**config.mk**
```make
export PLATFORM = sky130hd
export DESIGN_NAME = rxduty_seq
export DESIGN_NICKNAME = d
export VERILOG_FILES = /design/src/rtl/rxduty_pkg.sv /design/src/rtl/rxduty_tick.sv /design/src/rtl/rxduty_timer.sv /design/src/rtl/rxduty_cfg.sv /design/src/rtl/rxduty_fsm.sv /design/src/rtl/rxduty_seq.sv
export SDC_FILE = /design/constraint.sdc
export NUM_CORES = 1
export LEC_CHECK = 0
export BUFFER_PORTS_ARGS = -buffer_cell sky130_fd_sc_hd__buf_2
export CORE_ASPECT_RATIO = 0.8
export CORE_MARGIN = 5
export CORE_UTILIZATION = 55
export CTS_CLUSTER_DIAMETER = 150
export DETAILED_ROUTE_END_ITERATION = 16
export HOLD_SLACK_MARGIN = 0.12
export PLACE_DENSITY = 0.76
export SYNTH_ARGS = -nofsm -noshare
export SYNTH_HDL_FRONTEND = slang
export SYNTH_HIERARCHICAL = 1
export SYNTH_SLANG_ARGS = --single-unit
export TNS_END_PERCENT = 30
```
**constraint.sdc**
```tcl
create_clock -name clk -period 5.6 [get_ports clk]
set_clock_uncertainty 0.15 [all_clocks]
set_input_delay 0.56 -clock clk [delete_from_list [all_inputs] [get_ports clk]]
set_output_delay 0.56 -clock clk [all_outputs]
set_load 0.05 [all_outputs]
```
**src/rtl/rxduty_pkg.sv**
```systemverilog
package rxduty_pkg;
    typedef enum logic [2:0] {
        ST_IDLE,
        ST_ARM,
        ST_OFF,
        ST_WAKE,
        ST_SETTLE,
        ST_CHECK,
        ST_ACTIVE
    } seq_state_t;
endpackage

```
**src/rtl/rxduty_tick.sv**
```systemverilog
module rxduty_tick #(
    parameter int DIV_W = 8
) (
    input  logic             clk,
    input  logic             rst_n,
    input  logic             restart,
    input  logic             run,
    input  logic [DIV_W-1:0] div,
    output logic             tick
);
    logic [DIV_W-1:0] pcnt;
    logic [DIV_W-1:0] last;

    always_comb begin
        last = (div == '0) ? '0 : div - 1'b1;
        tick = run && (pcnt == last);
    end

    always_ff @(posedge clk or negedge rst_n) begin
        if (!rst_n)
            pcnt <= '0;
        else if (restart)
            pcnt <= '0;
        else if (run)
            pcnt <= tick ? '0 : pcnt + 1'b1;
    end
endmodule

```
**src/rtl/rxduty_timer.sv**
```systemverilog
module rxduty_timer #(
    parameter int CNT_W = 16
) (
    input  logic             clk,
    input  logic             rst_n,
    input  logic             clear,
    input  logic             tick,
    input  logic [CNT_W-1:0] target,
    output logic             done
);
    logic [CNT_W-1:0] cnt;
    logic [CNT_W-1:0] last;

    always_comb begin
        last = (target == '0) ? '0 : target - 1'b1;
        done = tick && (cnt == last);
    end

    always_ff @(posedge clk or negedge rst_n) begin
        if (!rst_n)
            cnt <= '0;
        else if (clear)
            cnt <= '0;
        else if (tick)
            cnt <= cnt + 1'b1;
    end
endmodule

```
**src/rtl/rxduty_cfg.sv**
```systemverilog
module rxduty_cfg #(
    parameter int DIV_W = 8,
    parameter int CNT_W = 16
) (
    input  logic             clk,
    input  logic             rst_n,
    input  logic             load,
    input  logic [DIV_W-1:0] div_in,
    input  logic [CNT_W-1:0] off_in,
    input  logic [CNT_W-1:0] host_in,
    input  logic [CNT_W-1:0] settle_in,
    output logic [DIV_W-1:0] div_q,
    output logic [CNT_W-1:0] off_q,
    output logic [CNT_W-1:0] host_q,
    output logic [CNT_W-1:0] settle_q
);
    always_ff @(posedge clk or negedge rst_n) begin
        if (!rst_n) begin
            div_q    <= '0;
            off_q    <= '0;
            host_q   <= '0;
            settle_q <= '0;
        end else if (load) begin
            div_q    <= div_in;
            off_q    <= off_in;
            host_q   <= host_in;
            settle_q <= settle_in;
        end
    end
endmodule

```
**src/rtl/rxduty_fsm.sv**
```systemverilog
module rxduty_fsm
    import rxduty_pkg::*;
(
    input  logic       clk,
    input  logic       rst_n,
    input  logic       drx_en,
    input  logic       cs,
    input  logic       dio_in,
    input  logic       period_done,
    output seq_state_t state,
    output logic       load_cfg,
    output logic       state_change,
    output logic       timing,
    output logic       pull_low,
    output logic       rf_on,
    output logic       dout_on
);
    seq_state_t state_n;

    always_comb begin
        state_n = state;
        unique case (state)
            ST_IDLE:   if (drx_en) state_n = ST_ARM;
            ST_ARM:    if (cs && dio_in) state_n = ST_OFF;
            ST_OFF:    if (period_done) state_n = ST_WAKE;
            ST_WAKE:   if (period_done) state_n = ST_SETTLE;
            ST_SETTLE: if (period_done) state_n = ST_CHECK;
            ST_CHECK:  state_n = dio_in ? ST_OFF : ST_ACTIVE;
            ST_ACTIVE: if (dio_in) state_n = ST_OFF;
            default:   state_n = ST_IDLE;
        endcase
        if (!drx_en)
            state_n = ST_IDLE;
    end

    always_ff @(posedge clk or negedge rst_n) begin
        if (!rst_n)
            state <= ST_IDLE;
        else
            state <= state_n;
    end

    always_comb begin
        load_cfg     = (state_n == ST_OFF) && (state != ST_OFF);
        state_change = (state_n != state);
        timing       = 1'b0;
        pull_low     = 1'b0;
        rf_on        = 1'b0;
        dout_on      = 1'b0;
        unique case (state)
            ST_IDLE: begin
                rf_on   = 1'b1;
                dout_on = 1'b1;
            end
            ST_ARM: ;
            ST_OFF:  timing = 1'b1;
            ST_WAKE: begin
                timing   = 1'b1;
                pull_low = 1'b1;
            end
            ST_SETTLE: begin
                timing   = 1'b1;
                pull_low = 1'b1;
                rf_on    = 1'b1;
            end
            ST_CHECK: rf_on = 1'b1;
            ST_ACTIVE: begin
                rf_on   = 1'b1;
                dout_on = 1'b1;
            end
            default: ;
        endcase
    end
endmodule

```
**src/rtl/rxduty_seq.sv**
```systemverilog
module rxduty_seq
    import rxduty_pkg::*;
#(
    parameter int DIV_W = 8,
    parameter int CNT_W = 16
) (
    input  logic             clk,
    input  logic             rst_n,
    input  logic             drx_en,
    input  logic [DIV_W-1:0] xtal_div,
    input  logic [CNT_W-1:0] off_count,
    input  logic [CNT_W-1:0] host_count,
    input  logic [CNT_W-1:0] settle_count,
    input  logic             cs,
    input  logic             dio_in,
    output logic             dio_pull_low,
    output logic             rf_power_en,
    output logic             data_out_en
);
    seq_state_t       state;
    logic             load_cfg;
    logic             state_change;
    logic             timing;
    logic             tick;
    logic             period_done;
    logic [DIV_W-1:0] div_q;
    logic [CNT_W-1:0] off_q;
    logic [CNT_W-1:0] host_q;
    logic [CNT_W-1:0] settle_q;
    logic [CNT_W-1:0] target;

    rxduty_cfg #(.DIV_W(DIV_W), .CNT_W(CNT_W)) u_cfg (
        .clk      (clk),
        .rst_n    (rst_n),
        .load     (load_cfg),
        .div_in   (xtal_div),
        .off_in   (off_count),
        .host_in  (host_count),
        .settle_in(settle_count),
        .div_q    (div_q),
        .off_q    (off_q),
        .host_q   (host_q),
        .settle_q (settle_q)
    );

    rxduty_tick #(.DIV_W(DIV_W)) u_tick (
        .clk    (clk),
        .rst_n  (rst_n),
        .restart(load_cfg),
        .run    (timing),
        .div    (div_q),
        .tick   (tick)
    );

    always_comb begin
        unique case (state)
            ST_WAKE:   target = host_q;
            ST_SETTLE: target = settle_q;
            default:   target = off_q;
        endcase
    end

    rxduty_timer #(.CNT_W(CNT_W)) u_timer (
        .clk   (clk),
        .rst_n (rst_n),
        .clear (state_change),
        .tick  (tick),
        .target(target),
        .done  (period_done)
    );

    rxduty_fsm u_fsm (
        .clk         (clk),
        .rst_n       (rst_n),
        .drx_en      (drx_en),
        .cs          (cs),
        .dio_in      (dio_in),
        .period_done (period_done),
        .state       (state),
        .load_cfg    (load_cfg),
        .state_change(state_change),
        .timing      (timing),
        .pull_low    (dio_pull_low),
        .rf_on       (rf_power_en),
        .dout_on     (data_out_en)
    );
endmodule

```
* Yosys cells after proc, flatten, opt, wreduce, memory -nomap -nowiden
Cells that the tools add are included.
** Operators by class
- Add/sub/neg operators :: 4
- Equality and inequality tests :: 11
- Mux-type cells :: 20
- Reductions and logical operators :: 13
** Operators by type and width (number)
- 16-bit two-way mux :: 3
- 8-bit two-way mux :: 4
- 16-bit case mux with 2 select lines :: 1
- 3-bit two-way mux :: 7
- 3-bit case mux with 7 select lines :: 1
- 16-bit by 1-bit adder with 16-bit output (second input constant) :: 1
- 16-bit == test :: 1
- 16-bit logical NOT :: 1
- 16-bit by 1-bit subtractor with 16-bit output (second input constant) :: 1
- 3-bit by 2-bit == test with 1-bit output (second input constant) :: 3
- 3-bit == test (second input constant) :: 3
- 8-bit by 1-bit adder with 8-bit output (second input constant) :: 1
- 8-bit == test :: 1
- 8-bit logical NOT :: 1
- 8-bit by 1-bit subtractor with 8-bit output (second input constant) :: 1
- 1-bit logical AND :: 4
- 1-bit two-way mux :: 4
- 2-bit nonzero test :: 2
- 2-bit OR reduction :: 2
- 4-bit OR reduction :: 1
- 3-bit by 1-bit == test with 1-bit output (second input constant) :: 1
- 3-bit logical NOT :: 1
- 3-bit by 2-bit inequality test with 1-bit output (second input constant) :: 1
- 3-bit inequality test :: 1
- 3-bit OR reduction :: 1
** Storage, ports and cells
- Register bits after elaboration :: 83
- Output and inout port bits :: 3
- Logic and storage cells :: 55

* Depth between registers and ports, before layout
- Depth after elaboration :: 12
- Gate-level depth with buffers :: 25
- Mapped depth without buffers :: 21

* Hierarchy
The synthesis kept the hierarchy.
** Modules (own cells, without submodules)
- rxduty_cfg :: instances 1, cells an instance 118, area each 2243.4 sq um, seq. area each 1401.3 sq um
- rxduty_timer :: instances 1, cells an instance 168, area each 1453.9 sq um, seq. area each 400.4 sq um
- rxduty_tick :: instances 1, cells an instance 106, area each 862.1 sq um, seq. area each 200.2 sq um
- rxduty_seq :: instances 1, cells an instance 77, area each 539.3 sq um, seq. area each 0.0 sq um
- rxduty_fsm :: instances 1, cells an instance 45, area each 354.1 sq um, seq. area each 75.1 sq um

* Worst setup path after synthesis
OpenSTA, ideal clock, no wires.
- Kind :: flip-flop to flip-flop
- From :: reg u_fsm.state[1]
- To :: reg u_timer.cnt[13]
- Setup time :: 0.130 ns
- Data arrival time :: 4.654 ns
- Setup slack :: 0.667 ns
- Cell stages (with the launch flop) :: 25
- Path buffers :: 3
- Cells stage by stage :: dfrtp_1 > buf_2 > inv_1 > nand2_1 > o21ai_0 > o2111ai_1 > a211oi_2 > nand4b_2 > nor3_4 > clkbuf_1 > o211ai_1 > a31oi_1 > nand3_1 > nand4b_1 > nor3_2 > nor2_1 > o21ai_1 > a221o_1 > clkbuf_1 > o2111ai_1 > nor2_1 > and3_1 > nand3_1 > xnor2_1 > nor2_1
** RTL lines
- start: declaration :: RTL line rxduty_fsm.sv:10 : output seq_state_t state,
- start signal: assignment :: RTL line rxduty_fsm.sv:40 : state <= state_n;
- 3-bit by 2-bit == test with 1-bit output / 3-bit == test (equally long branches) :: RTL line rxduty_fsm.sv:50 : unique case (state)
- 3-bit OR reduction (no line) *
- 1-bit two-way mux * :: RTL line rxduty_fsm.sv:50
- net timing :: RTL line rxduty_seq.sv:23 : logic timing;
- 1-bit logical AND * :: RTL line rxduty_tick.sv:16 : tick = run && (pcnt == last);
- net tick :: RTL line rxduty_seq.sv:24 : logic tick;
- 1-bit logical AND * :: RTL line rxduty_timer.sv:16 : done = tick && (cnt == last);
- net period_done :: RTL line rxduty_seq.sv:25 : logic period_done;
- 3-bit two-way mux, on equally long branches :: RTL line rxduty_fsm.sv:27, rxduty_fsm.sv:25, rxduty_fsm.sv:26
- 3-bit case mux with 7 select lines * :: RTL line rxduty_fsm.sv:22 : unique case (state)
- 3-bit two-way mux * :: RTL line rxduty_fsm.sv:32 : if (!drx_en)
- 3-bit inequality test * :: RTL line rxduty_fsm.sv:45 : state_change = (state_n != state);
- net state_change :: RTL line rxduty_seq.sv:22 : logic state_change;
- 16-bit two-way mux / 2-bit nonzero test (equally long branches)
- end signal: assignment :: RTL line rxduty_timer.sv:25 : cnt <= cnt + 1'b1;
- end: declaration :: RTL line rxduty_timer.sv:11 : logic [CNT_W-1:0] cnt;
The timed path passes the listed nets; every way through them passes the cells marked *.
A chain may end at the register's enable or synchronous reset.

* Worst setup path in the final report
- From :: reg u_fsm.state[2]
- To :: reg u_timer.cnt[14]
** On the way
- Longest elaborated chain between the ends :: 11
** RTL lines
- 3-bit == test / 3-bit by 2-bit == test with 1-bit output (equally long branches) :: RTL line rxduty_seq.sv:56 : unique case (state)
- 16-bit case mux with 2 select lines * :: RTL line rxduty_seq.sv:56
- net target[0] :: RTL line rxduty_seq.sv:30 : logic [CNT_W-1:0] target;
- 16-bit by 1-bit subtractor with 16-bit output / 16-bit logical NOT (equally long branches) :: RTL line rxduty_timer.sv:15 : last = (target == '0) ? '0 : target - 1'b1;
- 16-bit two-way mux * :: RTL line rxduty_timer.sv:15
- 16-bit == test * :: RTL line rxduty_timer.sv:16
- 1-bit logical AND * :: RTL line rxduty_timer.sv:16
- net period_done :: RTL line rxduty_seq.sv:25
- 3-bit two-way mux, on equally long branches :: RTL line rxduty_fsm.sv:27, rxduty_fsm.sv:25, rxduty_fsm.sv:26
- 3-bit case mux with 7 select lines * :: RTL line rxduty_fsm.sv:22
- 3-bit two-way mux * :: RTL line rxduty_fsm.sv:32
- 3-bit inequality test * :: RTL line rxduty_fsm.sv:45
- net state_change :: RTL line rxduty_seq.sv:22
- 16-bit two-way mux / 2-bit nonzero test (equally long branches)
Marked as above.

==> impl_metrics.yaml <==
detailed_routing:
  drtIter0Drc: 310
  drc: 0
  wl_per_cell_um: 18.1
  via_per_inst: 5.97
  drtAntennaViolNets: 0
  wl_um: 12800
  drtPass1Iterations: 5
  num_vias: 4228
setup_path:
  cp-end-kind: "flop"
  slowest_delay_ps: 710
  path_delay_family: "simple AND/OR/NAND/NOR gates"
  critPathLaunch: "u_fsm/state[2]$_DFF_PN0_"
  cp.arrival_ps: 5200
  r2r_end: "u_timer/cnt[14]$_DFFE_PN0P_"
  r2r_start: "u_fsm/state[2]$_DFF_PN0_"
  cp_slowest_cell: "dfrtp_1"
  worst-path-buf-inv: 2
  path_max_fanout: 17
  reg2regPathDepth: 21
  critical_path_class: "reg -> reg"
  r2r_slack_ps: 470
  cp_common_cell: "nor2_1"
  crit_required_ps: 5670
  startpoint_type: "flop"
  cp_cell_sequence: "nand2_2 -> o221a_2 -> inv_1 -> ha_1 -> nor3b_2 -> nand3_1 -> nor3_1 -> mux2i_1 -> xnor2_1 -> or3_1 -> nor3_2 -> nor2_1 -> o21ai_1 -> a221o_1 -> buf_4 -> o21ai_0 -> nor2_1 -> and3_1 -> nand2_1 -> xor2_1 -> nor2_1"
timing:
  setup_viol: 0
  max_freq_mhz: 195
  slew_viol_final: 0
  finalCriticalPeriod_ps: 5130
  rsz0062_at_grt: "false"
  worst_pin_slew_ps: 1070
  fin_crit_sh_pct: 91.6
  fin_setup_tns_ps: 0
  final_hold_viol_count: 0
  slew-limit-headroom_pct: 28.5
logic_synthesis:
  synthFlopType: "dfrtp_1"
  yosysSeqAreaShare_pct: 38.1
  syn_avg_cell_area_um2: 10.6
  syn-instance-count: 514
  synth-async-reset-ratio_pct: 100
  synth.cell_area_um2: 5450
  ys_seq_elements: 83
  syn_nets: 579
  synth_edf_count: 0
  synth_cell_types: 78
  yosys_warnings: 6
layout:
  post-route-util_pct: 63.2
  n_fill_cell: 799
  drive_gt1_share_pct: 32.7
  diodes: 0
  fin_nets: 632
  syn_to_final_growth_pct: 11.9
hold_path:
  hp-class: "in -> async"
power:
  ir_worst_vdd_v: 0.000212
  powerDensity_nw_per_um2: 378
  p_leak_uw: 0.00258
  totalPowerFinal_uw: 2310
clocking:
  postCtsHoldBufs: 0
  clockBufferDepth: 2
  clk_pin_slew_ps: 70
  cts_buffers: 9
  cts_sinks: 83
  h-tree-depth: 3
  cts_tree: "built"
  root_buffer: "clkbuf_16"
  clk_latency_ps: 340
floorplan:
  dieWidth_um: 121
  fp-row-count: 32
  io_pins: 64
  core_area_um2: 9650
  die_height_um: 99.1
  dieArea_um2: 12000
  initial_core_util_pct: 56.5
grt:
  grt_pass1_wl_um: 21700
  gr-total-overflow: 0
  grt_max_degree: 84
  grt_pass1_vias: 4148
  grt_usage_pct: 22.4
  antenna_found_initial: 0
placed_design:
  gp_congestion: 0.972
  dp_hpwl_um: 9370
  io_buffers: 63
status:
  outcome: "finished clean"
job:
  maxCapViolCount: 0
==> layout make-up <==
cell class                      count  area, um2  share of cell area (%)
Multi-Input combinational cell    388       3100                    50.7
Sequential cell                    83       2080                    34.1
Timing Repair Buffer               72        402                    6.58
Clock buffer                        9        225                    3.69
Tap cell                          136        170                    2.79
Clock inverter                      7       82.6                    1.35
Inverter                           13       48.8                   0.800
==> layout by cell type, fill, tap and decap left out, drive strengths merged, types with 8 or more instances in the layout <==
master / n
dfrtp: 83
nor2: 54
o221a: 16
nor3: 18
nand3: 12
xor2: 23
mux2: 56
xnor2: 17
o21ai: 31
nand2: 28
buf: 72
inv: 17
nor3b: 20
a21oi: 8
clkbuf: 9
==> per-layer routing <==
| metal | GRT usage, % | part of all wire (%) | up-vias |
|---|---|---|---|
| li1 | - | - | 2008 |
| met1 | 35.3 | 50 | 2043 |
| met2 | 30.8 | 42 | 156 |
| met3 | 4.13 | 6.5 | 21 |
| met4 | 6.72 | 1.6 | 0 |
| met5 | 0 | 0 | - |
==> synthesized netlist by cell type, types with 4 or more instances <==
| cell type | number | area, um2 |
|---|---|---|
| dfrtp_1 | 83 | 2080 |
| nor2_1 | 54 | 203 |
| mux2_4 | 40 | 601 |
| o21ai_0 | 28 | 140 |
| nand2_1 | 26 | 97.6 |
| xor2_1 | 23 | 201 |
| nor3b_1 | 19 | 143 |
| xnor2_1 | 17 | 149 |
| mux2_2 | 16 | 180 |
| o221a_2 | 16 | 180 |
| inv_1 | 12 | 45.0 |
| nand3_1 | 12 | 60.1 |
| nor3_1 | 12 | 60.1 |
| buf_6 | 11 | 124 |
| a21oi_1 | 8 | 40.0 |
| clkbuf_1 | 8 | 30.0 |
| and3_1 | 7 | 43.8 |
| nor4_1 | 6 | 37.5 |
| buf_2 | 5 | 25.0 |
| mux2i_1 | 5 | 50.1 |
| nand4_1 | 5 | 31.3 |
| a31oi_1 | 4 | 25.0 |
| ha_1 | 4 | 50.1 |
| o22ai_1 | 4 | 25.0 |
| or3_1 | 4 | 25.0 |
==> through the flow <==
step	instance area [um2]	hold slack, ps	setup WS, ps	instances
finish	6100	222	471	708
global route	6100	286	14.4	708
CTS	6080	285	363	706
detailed placement	5770	355	400	690
global placement	5770	347	600	690
floorplan	5450	114	667	514
==> kinds of logic after synthesis <==
| group | synth area share, % |
|---|---|
| AND/OR/NAND/NOR | 19.9 |
| AO/OA/AOI/OAI | 13.5 |
| flip-flops | 38.1 |
| multiplexers | 15.6 |
| buffers and inverters | 5.35 |
| XOR/XNOR | 6.42 |
| adder cells (fa/ha/maj) | 1.10 |
==> how the worst max path moves through the flow <==
stage                                   to  depth (start not counted)
6_report       u_timer/cnt[14]$_DFFE_PN0P_                         21
5_1_grt        u_timer/cnt[13]$_DFFE_PN0P_                         20
4_1_cts        u_timer/cnt[14]$_DFFE_PN0P_                         23
3_5_place_dp   u_timer/cnt[14]$_DFFE_PN0P_                         23
2_1_floorplan  u_timer/cnt[13]$_DFFE_PN0P_                         24
3_3_place_gp   u_timer/cnt[13]$_DFFE_PN0P_                         22
==> power by group <==
group	switching (uW)	internal (uW)	total (uW)
sequential	182	744	926
combinational	366	399	764
clock	265	354	619
total	813	1500	2310
==> flip-flops by register name (all words and copies together) (netlist names) <==
name / cells
u_fsm/state: 3
u_tick/pcnt: 8
u_cfg/host_q: 16
u_cfg/settle_q: 16
u_cfg/off_q: 16
u_cfg/div_q: 8
u_timer/cnt: 16
==> worst reg2reg max path: stages (launching register included) <==
cell and delay [ps]:
dfrtp_1 710, nand2_2 330, o221a_2 420, inv_1 90, ha_1 200, nor3b_2 310
nand3_1 180, nor3_1 230, mux2i_1 270, xnor2_1 80, or3_1 350, nor3_2 220
nor2_1 90, o21ai_1 160, a221o_1 170, buf_4 210, o21ai_0 120, nor2_1 230
and3_1 210, nand2_1 70, xor2_1 140, nor2_1 60
==> what timing repair did <==
| action | in CTS | in global routing |
|---|---|---|
| buffers inserted | 0 | 2 |
| endpoints found under the hold margin | 0 | 0 |
| resized for setup | 0 | 2 |
| setup endpoints to repair | 0 | 9 |
No activity file was read; power rests on OpenSTA's default activity.
